<file path="src/rtl/i2c_tgt_pkg.sv">
package i2c_tgt_pkg;
  typedef enum logic [1:0] {ST_IDLE, ST_ADDR, ST_RX, ST_TX} eng_st_t;
  localparam logic [2:0] RA_CTRL = 3'd0;
  localparam logic [2:0] RA_STAT = 3'd1;
  localparam logic [2:0] RA_DATA = 3'd2;
  localparam logic [2:0] RA_OWN  = 3'd3;
  localparam logic [2:0] RA_TMO  = 3'd4;
endpackage

</file>
<file path="src/rtl/i2c_tgt_filt.sv">
module i2c_tgt_filt #(
  parameter int LINES = 2,
  parameter int CW    = 2,
  parameter int SHORT = 2,
  parameter int LONG  = 4
) (
  input  logic             clk,
  input  logic             rst_n,
  input  logic [1:0]       sel,
  input  logic [LINES-1:0] raw,
  output logic [LINES-1:0] filt
);
  logic [CW-1:0] lim;

  always_comb begin
    if (sel == 2'b01) lim = CW'(SHORT - 1);
    else              lim = CW'(LONG - 1);
  end

  for (genvar g = 0; g < LINES; g++) begin : g_line
    logic          s1, s2, lvl, lvl_nx;
    logic [CW-1:0] cnt, cnt_nx;

    always_comb begin
      lvl_nx = lvl;
      cnt_nx = '0;
      if (sel == 2'b00) begin
        lvl_nx = s2;
      end else if (s2 != lvl) begin
        if (cnt == lim) lvl_nx = s2;
        else            cnt_nx = cnt + 1'b1;
      end
    end

    always_ff @(posedge clk or negedge rst_n) begin
      if (!rst_n) begin
        s1  <= 1'b1;
        s2  <= 1'b1;
        lvl <= 1'b1;
        cnt <= '0;
      end else begin
        s1  <= raw[g];
        s2  <= s1;
        lvl <= lvl_nx;
        cnt <= cnt_nx;
      end
    end

    assign filt[g] = lvl;
  end
endmodule

</file>
<file path="src/rtl/i2c_tgt_tmo.sv">
module i2c_tgt_tmo #(
  parameter int SEL_W  = 6,
  parameter int UNIT_LG = 6
) (
  input  logic             clk,
  input  logic             rst_n,
  input  logic             run,
  input  logic             kick,
  input  logic [SEL_W-1:0] sel,
  output logic             hit
);
  localparam int CNT_W = SEL_W + UNIT_LG;

  logic [CNT_W-1:0] cnt, cnt_nx, last;

  assign last = {sel, {UNIT_LG{1'b1}}};
  assign hit  = run && !kick && (cnt == last);

  always_comb begin
    if (!run || kick || hit) cnt_nx = '0;
    else                     cnt_nx = cnt + 1'b1;
  end

  always_ff @(posedge clk or negedge rst_n) begin
    if (!rst_n) cnt <= '0;
    else        cnt <= cnt_nx;
  end
endmodule

</file>
<file path="src/rtl/i2c_tgt_eng.sv">
module i2c_tgt_eng
  import i2c_tgt_pkg::*;
#(
  parameter int AW = 7,
  parameter int DW = 8
) (
  input  logic          clk,
  input  logic          rst_n,
  input  logic          en,
  input  logic          scl,
  input  logic          sda,
  input  logic [AW-1:0] own_addr,
  input  logic          ack_send,
  input  logic [DW-1:0] tx_byte,
  input  logic          tmo_hit,
  output logic          sda_oe,
  output logic          busy,
  output logic          addressed,
  output logic          rw,
  output logic          ack_rx,
  output logic          tx_mode,
  output logic          rx_load,
  output logic [DW-1:0] rx_byte,
  output logic          byte_done,
  output logic          addr_hit,
  output logic          scl_edge
);
  localparam int CNT_W = $clog2(DW + 2);
  localparam logic [CNT_W-1:0] LASTB = CNT_W'(DW);

  eng_st_t          st, st_nx;
  logic [CNT_W-1:0] cnt, cnt_nx;
  logic [DW-1:0]    sh, sh_nx;
  logic             scl_q, sda_q, ackph, ackph_nx;
  logic             busy_nx, addr_nx, rw_nx, ack_rx_nx;
  logic             rise, fall, start, stop;

  assign rise  = scl && !scl_q;
  assign fall  = !scl && scl_q;
  assign start = scl && scl_q && sda_q && !sda;
  assign stop  = scl && scl_q && !sda_q && sda;
  assign scl_edge = rise || fall;
  assign rx_byte  = sh;
  assign tx_mode  = (st == ST_TX);

  assign sda_oe = en && ((st == ST_ADDR && ackph) ||
                         (st == ST_RX && ackph && !ack_send) ||
                         (st == ST_TX && !ackph && !sh[DW-1]));

  always_comb begin
    st_nx = st; cnt_nx = cnt; sh_nx = sh; ackph_nx = ackph;
    busy_nx = busy; addr_nx = addressed; rw_nx = rw; ack_rx_nx = ack_rx;
    rx_load = 1'b0; byte_done = 1'b0; addr_hit = 1'b0;
    if (!en || stop || tmo_hit) begin
      st_nx = ST_IDLE; cnt_nx = '0; ackph_nx = 1'b0;
      busy_nx = 1'b0; addr_nx = 1'b0;
    end else if (start) begin
      st_nx = ST_ADDR; cnt_nx = '0; ackph_nx = 1'b0;
      busy_nx = 1'b1; addr_nx = 1'b0;
    end else if (rise && st != ST_IDLE) begin
      cnt_nx = cnt + 1'b1;
      if (!ackph && (st == ST_ADDR || st == ST_RX)) sh_nx = {sh[DW-2:0], sda};
      if (ackph && st == ST_TX) ack_rx_nx = sda;
    end else if (fall && st != ST_IDLE) begin
      if (ackph) begin
        ackph_nx = 1'b0; cnt_nx = '0; byte_done = 1'b1;
        case (st)
          ST_ADDR: begin
            if (rw) begin st_nx = ST_TX; sh_nx = tx_byte; end
            else    st_nx = ST_RX;
          end
          ST_TX: begin
            if (ack_rx) st_nx = ST_IDLE;
            else        sh_nx = tx_byte;
          end
          default: ;
        endcase
      end else if (cnt == LASTB) begin
        case (st)
          ST_ADDR: begin
            if (sh[DW-1:1] == own_addr) begin
              ackph_nx = 1'b1; addr_nx = 1'b1; rw_nx = sh[0]; addr_hit = 1'b1;
            end else begin
              st_nx = ST_IDLE; cnt_nx = '0;
            end
          end
          ST_RX: begin ackph_nx = 1'b1; rx_load = 1'b1; end
          default: ackph_nx = 1'b1;
        endcase
      end else if (st == ST_TX && cnt != '0) begin
        sh_nx = {sh[DW-2:0], 1'b0};
      end
    end
  end

  always_ff @(posedge clk or negedge rst_n) begin
    if (!rst_n) begin
      scl_q <= 1'b1; sda_q <= 1'b1;
      st <= ST_IDLE; cnt <= '0; sh <= '0; ackph <= 1'b0;
      busy <= 1'b0; addressed <= 1'b0; rw <= 1'b0; ack_rx <= 1'b0;
    end else begin
      scl_q <= scl; sda_q <= sda;
      st <= st_nx; cnt <= cnt_nx; sh <= sh_nx; ackph <= ackph_nx;
      busy <= busy_nx; addressed <= addr_nx; rw <= rw_nx; ack_rx <= ack_rx_nx;
    end
  end
endmodule

</file>
<file path="src/rtl/i2c_tgt.sv">
module i2c_tgt
  import i2c_tgt_pkg::*;
#(
  parameter int AW     = 7,
  parameter int TSEL_W = 6,
  parameter int DEB_CW = 2
) (
  input  logic       clk,
  input  logic       rst_n,
  input  logic       scl_i,
  input  logic       sda_i,
  output logic       sda_oe,
  input  logic [2:0] reg_sel,
  input  logic       reg_we,
  input  logic [7:0] reg_wdata,
  output logic [7:0] reg_rdata
);
  localparam int DW = 8;

  logic rst_q1, rst_s;
  logic scl_f, sda_f;
  logic [1:0] deb_q, deb_nx;
  logic en_q, en_nx, acks_q, acks_nx, done_q, done_nx, wake_q, wake_nx;
  logic tmo_en_q, tmo_en_nx, tmo_flag_q, tmo_flag_nx;
  logic [TSEL_W-1:0] tmo_sel_q, tmo_sel_nx;
  logic [AW-1:0] own_q, own_nx;
  logic [DW-1:0] data_q, data_nx, rx_byte;
  logic busy, addressed, rw, ack_rx, tx_mode, rx_load, byte_done, addr_hit;
  logic scl_edge, tmo_hit, done_clr;

  always_ff @(posedge clk or negedge rst_n) begin
    if (!rst_n) begin rst_q1 <= 1'b0; rst_s <= 1'b0; end
    else        begin rst_q1 <= 1'b1; rst_s <= rst_q1; end
  end

  i2c_tgt_filt #(.LINES(2), .CW(DEB_CW)) u_filt (
    .clk(clk), .rst_n(rst_s), .sel(deb_q),
    .raw({scl_i, sda_i}), .filt({scl_f, sda_f})
  );

  i2c_tgt_tmo #(.SEL_W(TSEL_W)) u_tmo (
    .clk(clk), .rst_n(rst_s), .run(en_q && tmo_en_q && busy),
    .kick(scl_edge), .sel(tmo_sel_q), .hit(tmo_hit)
  );

  i2c_tgt_eng #(.AW(AW), .DW(DW)) u_eng (
    .clk(clk), .rst_n(rst_s), .en(en_q), .scl(scl_f), .sda(sda_f),
    .own_addr(own_q), .ack_send(acks_q), .tx_byte(data_q), .tmo_hit(tmo_hit),
    .sda_oe(sda_oe), .busy(busy), .addressed(addressed), .rw(rw),
    .ack_rx(ack_rx), .tx_mode(tx_mode), .rx_load(rx_load), .rx_byte(rx_byte),
    .byte_done(byte_done), .addr_hit(addr_hit), .scl_edge(scl_edge)
  );

  assign done_clr = reg_we && (reg_sel == RA_STAT) && !reg_wdata[7];

  always_comb begin
    deb_nx = deb_q; en_nx = en_q; own_nx = own_q; data_nx = data_q;
    acks_nx = acks_q; done_nx = done_q; wake_nx = wake_q;
    tmo_en_nx = tmo_en_q; tmo_sel_nx = tmo_sel_q; tmo_flag_nx = tmo_flag_q;
    if (reg_we) begin
      case (reg_sel)
        RA_CTRL: begin deb_nx = reg_wdata[3:2]; en_nx = reg_wdata[1]; end
        RA_STAT: begin
          acks_nx = reg_wdata[3];
          if (!reg_wdata[7]) done_nx = 1'b0;
          if (!reg_wdata[1]) wake_nx = 1'b0;
        end
        RA_DATA: data_nx = reg_wdata;
        RA_OWN:  own_nx = reg_wdata[7:1];
        RA_TMO: begin
          tmo_en_nx  = reg_wdata[7];
          tmo_sel_nx = reg_wdata[TSEL_W-1:0];
          if (!reg_wdata[6]) tmo_flag_nx = 1'b0;
        end
        default: ;
      endcase
    end
    if (rx_load)   data_nx = rx_byte;
    if (byte_done) done_nx = 1'b1;
    if (addr_hit)  wake_nx = 1'b1;
    if (tmo_hit)   tmo_flag_nx = 1'b1;
  end

  always_ff @(posedge clk or negedge rst_s) begin
    if (!rst_s) begin
      deb_q <= '0; en_q <= 1'b0; own_q <= '0; data_q <= '0;
      acks_q <= 1'b0; done_q <= 1'b0; wake_q <= 1'b0;
      tmo_en_q <= 1'b0; tmo_sel_q <= '0; tmo_flag_q <= 1'b0;
    end else begin
      deb_q <= deb_nx; en_q <= en_nx; own_q <= own_nx; data_q <= data_nx;
      acks_q <= acks_nx; done_q <= done_nx; wake_q <= wake_nx;
      tmo_en_q <= tmo_en_nx; tmo_sel_q <= tmo_sel_nx; tmo_flag_q <= tmo_flag_nx;
    end
  end

  always_comb begin
    case (reg_sel)
      RA_CTRL: reg_rdata = {4'b0, deb_q, en_q, 1'b0};
      RA_STAT: reg_rdata = {done_q, addressed, busy, tx_mode, acks_q, rw, wake_q, ack_rx};
      RA_DATA: reg_rdata = data_q;
      RA_OWN:  reg_rdata = {own_q, 1'b0};
      RA_TMO:  reg_rdata = {tmo_en_q, tmo_flag_q, tmo_sel_q};
      default: reg_rdata = '0;
    endcase
  end
endmodule

</file>
<file path="config.mk">
export PLATFORM = sky130hd
export DESIGN_NAME = i2c_tgt
export DESIGN_NICKNAME = d
export VERILOG_FILES = /design/src/rtl/i2c_tgt_pkg.sv /design/src/rtl/i2c_tgt_filt.sv /design/src/rtl/i2c_tgt_tmo.sv /design/src/rtl/i2c_tgt_eng.sv /design/src/rtl/i2c_tgt.sv
export SDC_FILE = /design/constraint.sdc
export NUM_CORES = 1
export LEC_CHECK = 0
export ABC_AREA = 1
export CAP_MARGIN = 5
export CORE_UTILIZATION = 60
export DETAILED_ROUTE_END_ITERATION = 10
export GPL_TIMING_DRIVEN = 0
export PLACE_DENSITY = 0.82
export SLEW_MARGIN = 20
export SYNTH_ARGS = -nofsm -noshare
export SYNTH_HDL_FRONTEND = slang
export SYNTH_HIERARCHICAL = 1
export SYNTH_SLANG_ARGS = --single-unit
</file>
<file path="constraint.sdc">
create_clock -name clk -period 3.1 [get_ports clk]
set_input_delay 0.31 -clock clk [delete_from_list [all_inputs] [get_ports clk]]
set_output_delay 0.31 -clock clk [all_outputs]
set_load 0.05 [all_outputs]
</file>
After elaboration in Yosys (flattened, before gate mapping)
Index checks and enable logic that the tools add are counted.

word-level totals
  word-level logic and storage cells = 248
  flip-flop bits (word level) = 74
  output and inout port bits = 9

cells by class
  bitwise operators = 4
  muxes and demuxes = 95
  reductions and logical operators = 86
  $add $sub $neg = 4
  equality and inequality tests = 28

operators by type and width
  operator                 count
  $mux W8                  11
  $mux W1                  56
  $pmux W8 S5              1
  $mux W2                  16
  $mux W4                  8
  $reduce_bool A2 Y1       15
  $logic_and A1 B1 Y1      22
  $reduce_bool A4 Y1       5
  $pmux W8 S2              1
  $reduce_and A2 Y1        8
  $reduce_bool A3 Y1       5
  $add A12 B1 Y12 const B  1
  $eq A12 B12 Y1           1
  $mux W12                 1
  $logic_not A1 Y1         10
  $reduce_bool A5 Y1       2
  $reduce_and A3 Y1        3
  $reduce_and A9 Y1        1
  $logic_or A1 B1 Y1       8
  $ne A4 B4 Y1 const B     2
  $reduce_and A4 Y1        2
  $reduce_and A8 Y1        1
  $eq A7 B7 Y1             1
  $reduce_and A7 Y1        1
  other kinds (23)         35

Logic depth before layout (Yosys ltp)
  depth in word-level cells = 11
  gate-level depth with buffers = 16

Cells and area by module
Netlist, hierarchy kept.

modules (own cells, without submodules)
  module        cells an instance  sequential area each (um^2)  times used  area each (um^2)
  i2c_tgt       216                775.7                        1           1675.4
  i2c_tgt_eng   213                528.0                        1           1500.2
  i2c_tgt_tmo   84                 300.3                        1           664.4
  i2c_tgt_filt  62                 257.7                        1           515.5

Worst setup path after synthesis
No wires, ideal clock.

  path kind = reg2reg
  start = reg u_filt.g_line[1].lvl
  end = reg data_q[0]
  data required time = 2.982 ns
  stages on the path, launching flop included = 16
  buffers on the path = 3
  setup time = 0.118 ns
  clock period less this slack = 2.377 ns
  setup slack = 0.723 ns
  arrival time = 2.259 ns
  cells stage by stage = dfstp_2 -> buf_4 -> inv_1 -> ha_1 -> inv_1 -> nor2_1 -> inv_1 -> nor2_1 -> nor2_2 -> nand3_2 -> nor4_1 -> buf_2 -> clkbuf_1 -> o21ai_0 -> nand2_1 -> nand2_1

between the ends
  longest elaborated chain between the ends = 10

ends and longest elaborated chain
  element                             RTL line            source
  start, declared                     i2c_tgt_filt.sv:21  logic s1, s2, lvl, lvl_nx;
  start signal, assigned              i2c_tgt_filt.sv:44  lvl <= lvl_nx;
  $logic_not A1 Y1                    i2c_tgt_eng.sv:39   assign fall = !scl && scl_q;
  $logic_and A1 B1 Y1                 i2c_tgt_eng.sv:39
  $logic_or A1 B1 Y1 *                i2c_tgt_eng.sv:42   assign scl_edge = rise || fall;
  named net scl_edge                  i2c_tgt.sv:29       logic scl_edge, tmo_hit, done_clr;
  $logic_not A1 Y1 *                  i2c_tgt_tmo.sv:17   assign hit = run && !kick && (cnt == last);
  $logic_and A1 B1 Y1 * (2 in a row)  i2c_tgt_tmo.sv:17
  $logic_or A1 B1 Y1 *                i2c_tgt_eng.sv:54   if (!en || stop || tmo_hit) begin
  $mux W1 *                           i2c_tgt_eng.sv:54
  named net rx_load                   i2c_tgt.sv:28       logic busy, addressed, rw, ack_rx, tx_mode, rx_load, byte_done, addr_hit;
  $reduce_bool A2 Y1 (no line)        n/a
  $reduce_and A2 Y1 (no line)         n/a
  end signal, assigned                i2c_tgt.sv:90       deb_q <= deb_nx; en_q <= en_nx; own_q <= own_nx; data_q <= data_nx;
  end, declared                       i2c_tgt.sv:27       logic [DW-1:0] data_q, data_nx, rx_byte;

Mark *: on every way through the listed nets, which the timed path passes. The rest lies on a longest branch.
A chain may end at the register's enable or synchronous reset.

Worst setup path after layout
  start = in reg_sel[0]
  end = out reg_rdata[1]

between the ends
  longest elaborated chain between the ends = 2

ends and longest elaborated chain
  element                                     RTL line       source
  start, declared                             i2c_tgt.sv:13  input logic [2:0] reg_sel,
  $eq A3 B3 Y1, or another cell as far along  i2c_tgt.sv:97  case (reg_sel)
  $pmux W8 S5 *                               i2c_tgt.sv:97
  end, declared                               i2c_tgt.sv:16  output logic [7:0] reg_rdata

Every way passes the cells marked *; elsewhere a longest branch is shown, timed or not.

==> run summary <==
For this configuration, the core starts out at a cell density of 63.06%. The logs give 0 for the hold violation total from the final report and 25 for the number of I/O pins. In this run the remaining antenna-violating nets after routing total 0. The relative area change from synthesis to final layout works out to 13.90%. The floorplan step defined a die boundary enclosing 0.007604 mm². Total via count in the routed design: 3881. Each instance of the synthesized netlist takes up on average 7.575 µm². The run gives 0 as the number of DRC violations after detailed routing.

Setup repair after global routing left no endpoint under its margin. The cell with the most instances after synthesis is sky130_fd_sc_hd__nand2_1. The number of antenna diodes in the final layout is 0. The final setup violation count was 0; the static power due to leakage was 2.436 nW. After routing, the total negative slack on setup checks comes to 0 ns.

Buffers added to address setup during post-CTS repair amount to 0. Setup slack at placement: 0.2437 ns. At the pin with the least slew margin, the transition time is 0.5038 ns. The number of nets handed over by synthesis was 601. The clock period could shrink to 2.880 ns. The dominant register cell in the synthesized netlist is sky130_fd_sc_hd__dfrtp_1.

The count of clock tree sinks came out at 74. Yosys attributes the largest share of cell area to sky130_fd_sc_hd__dfrtp_1 38%, sky130_fd_sc_hd__nand2_1 15%, sky130_fd_sc_hd__nand3_1 7.7%. The worst setup path is captured at an output pin. The number of antenna violations at the first check in global routing is 0, and the data required time of the critical path is 2.79 ns. The warning count from the yosys run came out at 6. The flow ran to the end, and the final reports show no timing, DRC or antenna violations.

IR analysis of the VDD net gives a maximum drop of 354.4 µV. Biggest area consumer among synthesized cells: sky130_fd_sc_hd__dfrtp_1. Count of flip-flops with a built-in enable after synthesis: 0.

Sequential elements use 42.75% of the synthesized area. The power per standard cell area works out to 531.7 mW/mm². The number of clock buffers added by TritonCTS is 9. The number of nets in the layout was 635; the post-route clock period utilization was 92.91%. The later pin in the worst-skew pair is clocked with a latency of 0.35 ns.

The HPWL after detailed placement came out at 7.771 mm. The logs give 3838 for the number of global-route vias before repair and 0 for the count of final max-slew check failures. The routed wire length is 10.49 mm, and the wire length per cell after detailed routing is 14.77 µm. The pin count of the biggest net entering global routing was 46. The clock tree synthesis step divided the H-tree into 3 levels. After clock tree synthesis, the clock-pin slew on the worst setup and hold paths is 0.08 ns. The largest clock skew in the final design is 0.007068 ns.

The die is 87.20 µm wide. The final core area utilization is 71.83%, and the placeable core region is 0.006907 mm². The top cell type by area accounts for 37.92% of the synthesized area.

The first global-routing pass estimated 17.74 mm of wire. The clock passes through at most 2 buffers. The run gives 38 as the count of cell types in the netlist.

After global routing the overflow that remains totals 0. Measured along the y axis, the die boundary spans 87.20 µm. The run gives 0.2199 ns as the final worst slack. Sorting the synthesized cells by how often they occur yields 171 x sky130_fd_sc_hd__nand2_1, 68 x sky130_fd_sc_hd__inv_1, 67 x sky130_fd_sc_hd__nand3_1, 66 x sky130_fd_sc_hd__dfrtp_1, 48 x sky130_fd_sc_hd__nor2_1. Timing would allow up to 347.2 MHz. Counting flops and latches in the post-synthesis netlist gives 74. Counting every instance in the synthesized netlist gives 575.

The run gives 30.67% as the overall global routing resource usage. In this run, the number of DRC markers left after iteration 0 of detailed routing was 365. The worst hold-check path type was input port to asynchronous set/reset pin. Cells with a size suffix above 1 make up 12.70% of the layout.

The floorplan has 30 rows. After clock tree synthesis, the flow added hold-fix buffers numbering 0. The clock tree root buffer cell is sky130_fd_sc_hd__clkbuf_8. The congestion estimate from routability-driven global placement came to 0.9143. After synthesis, the share of flip-flops with an asynchronous set or reset is 100.0%. The total iterations of the first detailed-routing run is 5. By startpoint and endpoint, the worst setup path is classified as input port to output pin. After synthesis the cells add up to 0.004355 mm². At the worst endpoint, the arrival time is 2.57 ns. The via density per instance is 5.466, and the max-capacitance violation count is 0. In this run the worst path has a maximum fanout of 8. The worst setup path is launched from an input port. Count of input and output buffers: 22.

The tightest slew margin relative to the limit was 66.31%. TritonCTS built the clock tree.
-- where the power goes --
group	leakage [nW]	internal (mW)	switching, mW
clock	0.117	0.498	0.361
sequential	0.950	1.10	0.124
combinational	1.37	0.209	0.346
-- cells in the final DEF (no fill, tap or decap), types with 2 or more instances in the layout --
cell	n
sky130_fd_sc_hd__clkbuf_8	11
sky130_fd_sc_hd__nand4_1	19
sky130_fd_sc_hd__clkbuf_1	2
sky130_fd_sc_hd__buf_6	3
sky130_fd_sc_hd__nor3_4	2
sky130_fd_sc_hd__nand2_1	171
sky130_fd_sc_hd__dfstp_2	8
sky130_fd_sc_hd__nand2_2	3
sky130_fd_sc_hd__xnor2_1	10
sky130_fd_sc_hd__xor2_1	9
sky130_fd_sc_hd__nand3_2	3
sky130_fd_sc_hd__nor2_2	4
sky130_fd_sc_hd__clkdlybuf4s50_1	22
sky130_fd_sc_hd__nor3_1	3
sky130_fd_sc_hd__ha_1	10
sky130_fd_sc_hd__a21oi_2	2
sky130_fd_sc_hd__a21oi_1	7
sky130_fd_sc_hd__dfrtp_1	65
sky130_fd_sc_hd__clkinv_2	2
sky130_fd_sc_hd__or2_1	2
sky130_fd_sc_hd__inv_2	5
sky130_fd_sc_hd__nand2_4	2
sky130_fd_sc_hd__bufinv_16	2
sky130_fd_sc_hd__nand3_1	67
sky130_fd_sc_hd__buf_4	4
sky130_fd_sc_hd__o21ai_0	27
sky130_fd_sc_hd__buf_2	5
sky130_fd_sc_hd__o21ai_2	7
sky130_fd_sc_hd__nor2_4	4
sky130_fd_sc_hd__nor3_2	4
sky130_fd_sc_hd__nor2_1	48
sky130_fd_sc_hd__inv_1	68
-- final timing paths --
kind,startpoint,endpoint,slack [ns],cells past startpoint
worst max-delay path,reg_sel[0],reg_rdata[1],0.22,6
worst min-delay path,rst_n,rst_s$_DFF_PN0_,0.11,1
worst max register to register,u_filt/g_line[1].lvl$_DFFE_PN1P_,data_q[0]$_DFFE_PN0P_,0.27,15
worst min register to register,rst_s$_DFF_PN0_,u_tmo/cnt[3]$_DFF_PN0_,0.27,0
min in group clk,reg_we,acks_q$_DFFE_PN0P_,0.31,3
max in group asynchronous,rst_s$_DFF_PN0_,u_eng/sda_q$_DFF_PN1_,2.23,1
-- stage by stage --
| stage | instance area [µm²] | power, mW | hold slack (ns) | instances |
|---|---|---|---|---|
| 2_1_floorplan | 4355 | 1.617 | 0.01441 | 575 |
| 3_3_place_gp | 4696 | 1.758 | 0.3366 | 693 |
| 3_5_place_dp | 4727 | 1.789 | 0.2687 | 694 |
| 4_1_cts | 4956 | 2.654 | 0.1053 | 710 |
| 5_1_grt | 4961 | 2.776 | 0.1062 | 710 |
| 6_report | 4961 | 2.638 | 0.1083 | 710 |
-- cell type report --
type	count	area, µm²
clock inverters	4	73.82
fillers	577	1946
multi-input cells	411	2111
plain buffers	15	101.3
clock buffers	12	155.1
flip-flops and latches	74	1866
repair buffers	23	247.7
inverters	75	286.5
well taps	96	120.1
-- routing by layer --
layer / wire (µm) / vias up / global-route usage (%) / part of all wire [%]
met5: 0 / - / 0 / 0
met4: 298 / 0 / 12.67 / 2.8
met3: 714 / 32 / 6.635 / 6.8
met2: 4806 / 162 / 47.10 / 46
met1: 4668 / 1789 / 42.31 / 45
li1: - / 1898 / - / -
-- kinds of logic (layout without fill, tap and decap cells) --
| kind of cell | after synthesis | in the layout | share of synthesized area (%) |
|---|---|---|---|
| AO/OA/AOI/OAI | 46 | 46 | 6.263 |
| adder cells (fa/ha/maj) | 10 | 10 | 2.873 |
| flip-flops | 74 | 74 | 42.75 |
| XOR/XNOR | 19 | 19 | 3.821 |
| buffers and inverters | 90 | 129 | 8.790 |
| other | 1 | 1 | 0.08610 |
| AND/OR/NAND/NOR | 335 | 335 | 35.42 |
-- sequential cells by signal, indices dropped and copies added (netlist names), 2 cells and up --
signal / flops
u_tmo/cnt: 12
data_q: 8
u_eng/rx_byte: 8
own_q: 7
tmo_sel_q: 6
u_eng/cnt: 4
u_filt/g_line.cnt: 4
deb_q: 2
u_eng/st: 2
u_filt/g_line.lvl: 2
u_filt/g_line.s1: 2
u_filt/g_line.s2: 2
-- worst max-delay path, cell delays in order --
cell                              delay, ns
sky130_fd_sc_hd__clkdlybuf4s50_1       0.67
sky130_fd_sc_hd__nand3_1               0.33
sky130_fd_sc_hd__o21ai_0               0.30
sky130_fd_sc_hd__inv_1                 0.06
sky130_fd_sc_hd__nand2_1               0.09
sky130_fd_sc_hd__clkdlybuf4s50_1       0.81
-- repair_timing --
item	4_1_cts	5_1_grt
endpoints found under the hold margin	0	0
setup endpoints to repair	0	8
gates resized for setup	0	3
No activity file was read; power rests on OpenSTA's default activity.
